==> src/rtl/rxq_pkg.sv <==
package rxq_pkg;
  localparam int unsigned WORD_W  = 32;
  localparam int unsigned HALF_W  = 16;
  localparam int unsigned LABEL_W = 8;

  typedef enum logic {
    ORD_STRAIGHT = 1'b0,
    ORD_LABEL_REV = 1'b1
  } order_e;

  function automatic logic [HALF_W-1:0] upper_half(input logic [WORD_W-1:0] w);
    return w[WORD_W-1:HALF_W];
  endfunction

  function automatic logic next_is_full(input int unsigned fill, input int unsigned depth);
    return fill == depth;
  endfunction
endpackage

==> src/rtl/rxq_store.sv <==
module rxq_store #(
  parameter int unsigned DEPTH  = 32,
  parameter int unsigned WORD_W = 32,
  localparam int unsigned PTR_W = (DEPTH > 1) ? $clog2(DEPTH) : 1,
  localparam int unsigned CNT_W = $clog2(DEPTH + 1)
) (
  input  logic              clk,
  input  logic              rst_n,
  input  logic              wr_valid,
  input  logic [WORD_W-1:0] wr_word,
  input  logic              pop,
  output logic              wr_acc,
  output logic [WORD_W-1:0] head_word,
  output logic [CNT_W-1:0]  fill
);
  logic [WORD_W-1:0] mem [DEPTH];
  logic [PTR_W-1:0]  wr_ptr, rd_ptr;

  function automatic logic [PTR_W-1:0] bump(input logic [PTR_W-1:0] p);
    return (p == PTR_W'(DEPTH - 1)) ? '0 : p + PTR_W'(1);
  endfunction

  assign wr_acc    = wr_valid && (fill != CNT_W'(DEPTH));
  assign head_word = mem[rd_ptr];

  always_ff @(posedge clk) begin
    if (wr_acc) mem[wr_ptr] <= wr_word;
  end

  always_ff @(posedge clk or negedge rst_n) begin
    if (!rst_n) begin
      wr_ptr <= '0;
      rd_ptr <= '0;
      fill   <= '0;
    end else begin
      if (wr_acc) wr_ptr <= bump(wr_ptr);
      if (pop)    rd_ptr <= bump(rd_ptr);
      case ({wr_acc, pop})
        2'b10:   fill <= fill + CNT_W'(1);
        2'b01:   fill <= fill - CNT_W'(1);
        default: fill <= fill;
      endcase
    end
  end
endmodule

==> src/rtl/rxq_read_seq.sv <==
module rxq_read_seq (
  input  logic clk,
  input  logic rst_n,
  input  logic rd_en_n,
  input  logic hsel,
  input  logic empty,
  output logic pop_evt
);
  logic en_n_q;
  logic sel_q;

  always_ff @(posedge clk or negedge rst_n) begin
    if (!rst_n) begin
      en_n_q <= 1'b1;
      sel_q  <= 1'b0;
    end else begin
      en_n_q <= rd_en_n;
      if (!rd_en_n) sel_q <= hsel;
    end
  end

  assign pop_evt = rd_en_n && !en_n_q && sel_q && !empty;
endmodule

==> src/rtl/rxq_half_map.sv <==
module rxq_half_map
  import rxq_pkg::*;
(
  input  logic [WORD_W-1:0] word,
  input  logic              order_sel,
  output logic [HALF_W-1:0] lo_half,
  output logic [HALF_W-1:0] hi_half
);
  logic [LABEL_W-1:0] label_rev;

  for (genvar i = 0; i < LABEL_W; i++) begin : g_rev
    assign label_rev[i] = word[LABEL_W-1-i];
  end

  always_comb begin
    lo_half = word[HALF_W-1:0];
    if (order_e'(order_sel) == ORD_LABEL_REV) lo_half[LABEL_W-1:0] = label_rev;
  end

  assign hi_half = upper_half(word);
endmodule

==> src/rtl/rxq_halfword_reader.sv <==
module rxq_halfword_reader
  import rxq_pkg::*;
#(
  parameter int unsigned DEPTH = 32,
  localparam int unsigned CNT_W = $clog2(DEPTH + 1)
) (
  input  logic              clk,
  input  logic              rst_n,
  input  logic              wr_valid,
  input  logic [WORD_W-1:0] wr_word,
  input  logic              rd_en_n,
  input  logic              hsel,
  input  logic              order_sel,
  output logic [HALF_W-1:0] bus_data,
  output logic              bus_oe,
  output logic              ready_n,
  output logic              full_n
);
  logic              wr_acc;
  logic              pop_evt;
  logic              empty;
  logic [WORD_W-1:0] head_word;
  logic [CNT_W-1:0]  fill;
  logic [HALF_W-1:0] lo_half, hi_half;

  rxq_store #(.DEPTH(DEPTH), .WORD_W(WORD_W)) u_store (
    .clk(clk), .rst_n(rst_n), .wr_valid(wr_valid), .wr_word(wr_word),
    .pop(pop_evt), .wr_acc(wr_acc), .head_word(head_word), .fill(fill)
  );

  rxq_read_seq u_seq (
    .clk(clk), .rst_n(rst_n), .rd_en_n(rd_en_n), .hsel(hsel),
    .empty(empty), .pop_evt(pop_evt)
  );

  rxq_half_map u_map (
    .word(head_word), .order_sel(order_sel),
    .lo_half(lo_half), .hi_half(hi_half)
  );

  assign empty    = (fill == '0);
  assign ready_n  = empty;
  assign full_n   = !next_is_full(int'(fill), DEPTH);
  assign bus_oe   = !rd_en_n;
  assign bus_data = (!rd_en_n && !empty) ? (hsel ? hi_half : lo_half) : '0;
endmodule

==> config.mk <==
export PLATFORM = sky130hd
export DESIGN_NAME = rxq_halfword_reader
export DESIGN_NICKNAME = d
export VERILOG_FILES = /design/src/rtl/rxq_pkg.sv /design/src/rtl/rxq_store.sv /design/src/rtl/rxq_read_seq.sv /design/src/rtl/rxq_half_map.sv /design/src/rtl/rxq_halfword_reader.sv
export SDC_FILE = /design/constraint.sdc
export NUM_CORES = 1
export LEC_CHECK = 0
export ABC_AREA = 1
export BUFFER_PORTS_ARGS = -buffer_cell sky130_fd_sc_hd__clkbuf_2
export CAP_MARGIN = 5
export CORE_MARGIN = 3
export CORE_UTILIZATION = 48
export DETAILED_ROUTE_END_ITERATION = 7
export GPL_ROUTABILITY_DRIVEN = 0
export PLACE_DENSITY_LB_ADDON = 0.1
export SYNTH_ARGS = -nofsm -noshare
export SYNTH_HDL_FRONTEND = slang
export SYNTH_HIERARCHICAL = 1
export SYNTH_SLANG_ARGS = --single-unit
==> constraint.sdc <==
create_clock -name clk -period 9.8 [get_ports clk]
set_clock_uncertainty 0.05 [all_clocks]
set_input_delay 1.96 -clock clk [delete_from_list [all_inputs] [get_ports clk]]
set_output_delay 1.96 -clock clk [all_outputs]
set_load 0.05 [all_outputs]
==> results of run 1 <==
[worst max-delay path, stage by stage, from the launching register on]
cell and delay (ns):
dfrtp_4 0.95, buf_12 0.45, buf_4 0.66, nor2_1 0.11, nor2_1 0.11, o21ai_0 0.10
nand3_1 0.12, nand3_1 0.12, nand2_1 0.11, nand2_1 0.07, inv_1 0.14, nand2_2 0.07
a21boi_1 0.15, nor2_1 0.37, clkbuf_2 0.36
[flip-flops by register name, summed over array words and instances (netlist names)]
signal,cells
u_store/mem,1024
u_store/fill,6
u_store/rd_ptr,5
u_store/wr_ptr,5
u_seq/en_n_q,1
u_seq/sel_q,1
[final timing paths]
check,from,end,slack [ns]
worst max-delay path,u_store/rd_ptr[0]$_DFFE_PN0P_,bus_data[0],3.03
worst min-delay path,u_seq/sel_q$_DFFE_PN0N_,u_seq/sel_q$_DFFE_PN0N_,0.45
worst max register to register,u_store/fill[4]$_DFFE_PN0P_,u_store/mem[29][12]$_DFFE_PP_,6.21
worst min register to register,u_seq/sel_q$_DFFE_PN0N_,u_seq/sel_q$_DFFE_PN0N_,0.45
max in group asynchronous,rst_n,u_store/rd_ptr[0]$_DFFE_PN0P_,8.03
min in group asynchronous,rst_n,u_store/rd_ptr[1]$_DFFE_PN0P_,1.24
[per-layer routing]
| metal | routed length [um] | vias up | global-route usage (%) |
|---|---|---|---|
| met5 | 26 | - | 0 |
| met4 | 2971 | 4 | 7.288 |
| met3 | 9414 | 186 | 4.361 |
| met2 | 55890 | 1152 | 39.96 |
| met1 | 53570 | 14010 | 38.11 |
| li1 | - | 12720 | - |
[layout by cell type (no fill, tap or decap), types with 2 or more instances in the layout]
cell / Yosys / routed
xnor2_1: 3 / 3
bufinv_16: 0 / 11
edfxtp_1: 1024 / 1024
buf_12: 1 / 4
dfrtp_4: 0 / 3
dfrtp_1: 17 / 13
clkbuf_2: 0 / 56
clkinv_2: 0 / 22
a21oi_1: 68 / 68
buf_4: 58 / 58
ha_1: 10 / 10
o21ai_0: 310 / 310
inv_16: 0 / 3
nand3_1: 403 / 403
o21ai_1: 86 / 86
nor3b_1: 2 / 2
nor2_4: 0 / 29
clkinv_8: 0 / 4
clkbuf_16: 0 / 105
nor3_1: 7 / 3
nand2_1: 747 / 747
inv_8: 0 / 2
nand2_2: 10 / 10
inv_2: 5 / 3
inv_1: 64 / 61
a21boi_0: 6 / 6
nor3_2: 0 / 4
clkinv_1: 0 / 22
a21boi_1: 10 / 10
nor2_1: 639 / 610
clkbuf_1: 66 / 25
[power breakdown]
group / total (mW) / switching, mW / internal [mW]
Sequential: 5.35 / 0.177 / 5.17
Combinational: 4.80 / 3.57 / 1.24
Clock: 3.96 / 1.69 / 2.27
[logic make-up (layout without fill, tap and decap cells)]
family,count (synthesis),count (layout),synth area share (%)
flops,1042,1042,72.96
buf+inv,312,378,3.698
compound gates,482,482,5.743
fa+ha+maj,10,10,0.2926
simple gates,1812,1812,17.22
xor+xnor,4,4,0.08194
[final cells by class]
type	count	area, um2	area share, %
well taps	1155	1445	3.054
inverters	69	277.8	0.5870
clock buffers	130	2721	5.751
repair buffers	118	795.8	1.682
flip-flops and latches	1042	31210	65.96
clock inverters	61	649.4	1.372
multi-input cells	2308	10220	21.60
==> results.md, run 1 <==
* Min Tclk post-route at 6.774 ns
* Final slew viol count at 0
* Worst Path Arrival at 4.76 ns
* Cell Count Post-Placement at 4692
* Final Util at 54.04%
* TritonCTS clock tree: done
* Post-Syn Nets at 3710
* CP Capture Type: output pin
* Critical setup path kind: flip-flop to output pin
* First-pass GRT wire length at 178700 um
* Post-synthesis sequential area ratio at 72.96%
* Number of remaining DRC errors at 0
* Period utilization at 69.13%
* HP Class: flip-flop to flip-flop
* Reg clk slew, reported paths at 0.06 ns
* Top-count cell post-synth: edfxtp_1
* Unique cell type count in the Yosys netlist at 32
* Post-synth EDFFs at 1024
* Crit start category: flip-flop
* Die area at 0.09271 mm2
* Final non-filler cell total at 4883
* Mean post-synth cell area at 11.68 um2
* Synth top area share at 71.90%
* Site row count at 108
* IO Count at 57
* Routed Wire Length at 121900 um
* Gr usage total at 25.86%
* Final-report hold violation count at 0
* P per Cell Area at 298.1 mW/mm2
* Predominant post-synthesis flop cell: edfxtp_1
* Largest net degree at the start of global routing at 193
* Reg2reg path depth at 7
* Ant diodes at 0
* Die X at 304.5 um
* RSZ-0062 raised after global routing: false
* Async set or reset register ratio after synthesis at 1.727%
* Initial Util at 48.84%
* Synth Instances at 3662
* Die height at 304.5 um
* Root buf cell: clkbuf_16
* Worst slew margin relative to its limit at 29.78%
* # nets final at 3692
* Detail Placement HPWL at 60960 um
* WHS Path Cells at 2
* Final setup TNS at 0 ns
* Final Cell Area at 0.04732 mm2
* Number of global-route vias before repair at 26.74k
* Fmax at 147.6 MHz
* H-tree level count at 3
* Layout cells sized above 1 at 8.611%
* Drt first pass iters at 6
* Clk sinks at 1042
* Clk_lat worst skew at 0.66 ns
* Fillcell total at 7478
* Number of max-cap violations at 0
* Buffers on Ports at 56
* Leak at 16.58 nW
* Synth top area cells: edfxtp_1 (72%), nand2_1 (6.6%), nor2_1 (5.6%), nand3_1 (4.7%), o21ai_0 (3.6%)
* Place WS at 3.846 ns
* VDD IR-drop max at 0.2011 mV
* Outcome: finished clean
* Crit path max fanout at 114
* GRT overflow at 0
* Initial antenna violation count at 2
* DP Area at 0.04395 mm2
* DRT iter0 DRCs at 3045
* List of most frequent post-synthesis cells: edfxtp_1 (1024), nand2_1 (747), nor2_1 (639), nand3_1 (403), o21ai_0 (310)
* Smallest setup slack after layout at 3.026 ns
* Data required time at the worst endpoint at 7.79 ns
* Post-cts resize count at 0
* Setup Fix Bufs, Post-CTS at 0
* Leading area contributor after synthesis: edfxtp_1
* Num CTS Buffers at 105
* Vias/cell at 5.749
* YS warnings at 6
* Detail Route Antenna Nets at 0
* # setup viols final at 0
* Core area at 0.08756 mm2
* Slew @ Worst Pin at 1.053 ns
* Total power at 14.11 mW
* Via count at 28.07k
* Hold Worst Slack at 0.4465 ns
* Layout overhead on the synthesized area at 10.66%
* Routed len/inst at 24.96 um
* Mapped cell area at 0.04276 mm2
* Clock buffer depth at 3
* #FFs+latches synth at 1042
* CTS Hold Bufs at 0
Power figures use the tool's default switching activity.
==> run 2, diff against run 1 <==
clock period = 6.2 ns   (was 9.8 ns; I/O delays follow)
==> run 2 against run 1 <==
  * First-iteration DRC count grew 2.4%
  * Total power grew 59%
  * Register-to-register slack lost 3.7 ns
  * Wire length grew 3.5%
  * Non-clock buffer count grew 19
  * Global-route usage grew 1.1 points
==> results.md, run 2 (synthesized netlist as in run 1, its figures left out) <==
* Most common cell after layout, fill and taps aside: edfxtp_1
* Clk_lat worst skew at 0.66 ns
* Detail Route Antenna Nets at 0
* Sequential share of power at 37.6%
* Cell family with most CP delay: buffers and inverters
* Core area at 0.08756 mm2
* Num CTS Buffers at 107
* Routed len/inst at 25.67 um
* Top Registers: u_store/mem x1024, u_store/fill x6
* Site row count at 108
* Fillcell total at 7413
* Most common cell on crit path: nand2_1
* Crit start category: flip-flop
* Worst Path Arrival at 4.29 ns
* Data required time at the worst endpoint at 4.91 ns
* Max reg flops at 1024
* First-pass GRT wire length at 185500 um
* # nets final at 3713
* Layout overhead on the synthesized area at 11.43%
* Slowest CP cell: dfrtp_4
* Number of global-route vias before repair at 27.55k
* VDD IR-drop max at 0.4270 mV
* Cell Count Post-Placement at 4711
* Fmax at 179.1 MHz
* Net switching fraction of the power at 38.30%
* Drt first pass iters at 6
* Reg clk slew, reported paths at 0.06 ns
* Vias/cell at 5.806
* Final setup TNS at 0 ns
* Final slew viol count at 0
* CTS Hold Bufs at 0
* Total power at 22.45 mW
* Power Internal at 13.85 mW
* Crit path max fanout at 67
* Die height at 304.5 um
* TritonCTS clock tree: done
* Min Tclk post-route at 5.584 ns
* Clock buffer depth at 3
* Leak at 16.75 nW
* RSZ-0062 raised after global routing: false
* Initial antenna violation count at 2
* Routed Wire Length at 126100 um
* Worst path max stage delay at 0.74 ns
* Die X at 304.5 um
* Number of remaining DRC errors at 0
* Outcome: finished clean
* Final-report hold violation count at 0
* Hold Worst Slack at 0.4362 ns
* Worst Path Buf+Inv at 4
* P per Cell Area at 471.2 mW/mm2
* Largest net degree at the start of global routing at 135
* Clk sinks at 1042
* GRT overflow at 0
* H-tree level count at 3
* Largest Register: u_store/mem
* Gr usage total at 26.91%
* # setup viols final at 0
* Worst slew margin relative to its limit at 17.03%
* CP Capture Type: output pin
* Layout cells sized above 1 at 9.188%
* Period utilization at 90.07%
* Detail Placement HPWL at 65580 um
* Number of max-cap violations at 0
* Post-cts resize count at 0
* Slew @ Worst Pin at 1.242 ns
* DRT iter0 DRCs at 3119
* Critical path, cell by cell: inv_8 > buf_4 > nand3_1 > nand3_1 > nand2_1 > a21oi_1 > nand2_1 > nand2_1 > inv_1 > nand2_1 > a21boi_0 > nor2_1 > clkbuf_2
* Final non-filler cell total at 4911
* Critical setup path kind: flip-flop to output pin
* Net switching power figure at 8.600 mW
* Buffers on Ports at 56
* Initial Util at 48.84%
* Setup Fix Bufs, Post-CTS at 0
* Via count at 28.51k
* Die area at 0.09271 mm2
* IO Count at 57
* Root buf cell: clkbuf_16
* Clock power share at 27.9%
* HP Class: flip-flop to flip-flop
* Comb pwr share at 34.5%
* Most frequent cells in the layout: edfxtp_1 (1024), nand2_1 (747), nor2_1 (610)
## run 2: cell count changes in the layout (fill, tap and decap cells not counted)
| cell | previous run | this run |
|---|---|---|
| clkinv_8 | 4 | 2 |
| clkbuf_16 | 105 | 109 |
| inv_6 | 1 | 3 |
| clkinv_2 | 22 | 24 |
| clkbuf_1 | 25 | 21 |
| clkinvlp_4 | 1 | 3 |
| buf_4 | 58 | 64 |
| clkbuf_8 | 0 | 2 |
| diode_2 | 0 | 1 |
| bufinv_16 | 11 | 9 |
| clkinv_1 | 22 | 29 |
| buf_12 | 4 | 16 |
| inv_16 | 3 | 0 |
| buf_6 | 0 | 1 |
## run 2: power groups by stage
stage | Clock (mW) | Sequential [mW] | Combinational, mW
after floorplan | 0 | 8.42 | 5.42
final | 6.26 | 8.45 | 7.75
after detailed placement | 0 | 8.59 | 7.66
after global routing | 6.65 | 8.48 | 8.50
after CTS | 6.36 | 8.45 | 7.68
after global placement | 0 | 8.58 | 7.61
## run 2: through the flow
stage | instance area, um2 | util [%] | setup slack, ns
after floorplan | 42760 | - | 2.052
after global placement | 44240 | 50.52 | 1.424
after detailed placement | 44250 | 50.53 | 1.445
after CTS | 47650 | 54.42 | 0.7215
after global routing | 47650 | 54.42 | 0.4424
final | 47650 | 54.42 | 0.6156
## run 2: tightest hold or removal path, cell delays in order, from the launching register on
cell     delay [ns]
dfrtp_1        0.32
nand2_1        0.06
nand2_1        0.07
## run 2: path summary, 6_finish.rpt
| check | from | to | slack [ns] | cells after the start |
|---|---|---|---|---|
| setup / recovery | u_store/rd_ptr[1]$_DFFE_PN0P_ | bus_data[14] | 0.62 | 13 |
| hold / removal | u_seq/sel_q$_DFFE_PN0N_ | u_seq/sel_q$_DFFE_PN0N_ | 0.44 | 2 |
| setup reg to reg | u_store/fill[4]$_DFFE_PN0P_ | u_store/mem[30][2]$_DFFE_PP_ | 2.51 | 7 |
| hold reg to reg | u_seq/sel_q$_DFFE_PN0N_ | u_seq/sel_q$_DFFE_PN0N_ | 0.44 | 2 |
| max in group asynchronous | rst_n | u_store/rd_ptr[0]$_DFFE_PN0P_ | 5.17 | 1 |
| min in group asynchronous | rst_n | u_seq/sel_q$_DFFE_PN0N_ | 0.50 | 1 |
## run 2: routing by layer
layer | vias to the layer above | part of all wire [%] | GRT usage, %
met5 | - | 0.022 | 0
met4 | 4 | 2.5 | 7.042
met3 | 221 | 8.5 | 5.062
met2 | 1272 | 46 | 42.14
met1 | 14250 | 43 | 39.02
li1 | 12770 | - | -
## run 2: cell type report
cell class | count | area [um2] | area share, %
sequential | 1042 | 31210 | 65.51
multi-input combinational | 2308 | 10220 | 21.45
clock buffer | 132 | 2834 | 5.947
tap | 1155 | 1445 | 3.033
timing repair buffer | 137 | 1092 | 2.292
clock inverter | 67 | 565.5 | 1.187
inverter | 69 | 277.8 | 0.5829
antenna | 1 | 2.502 | 0.005252
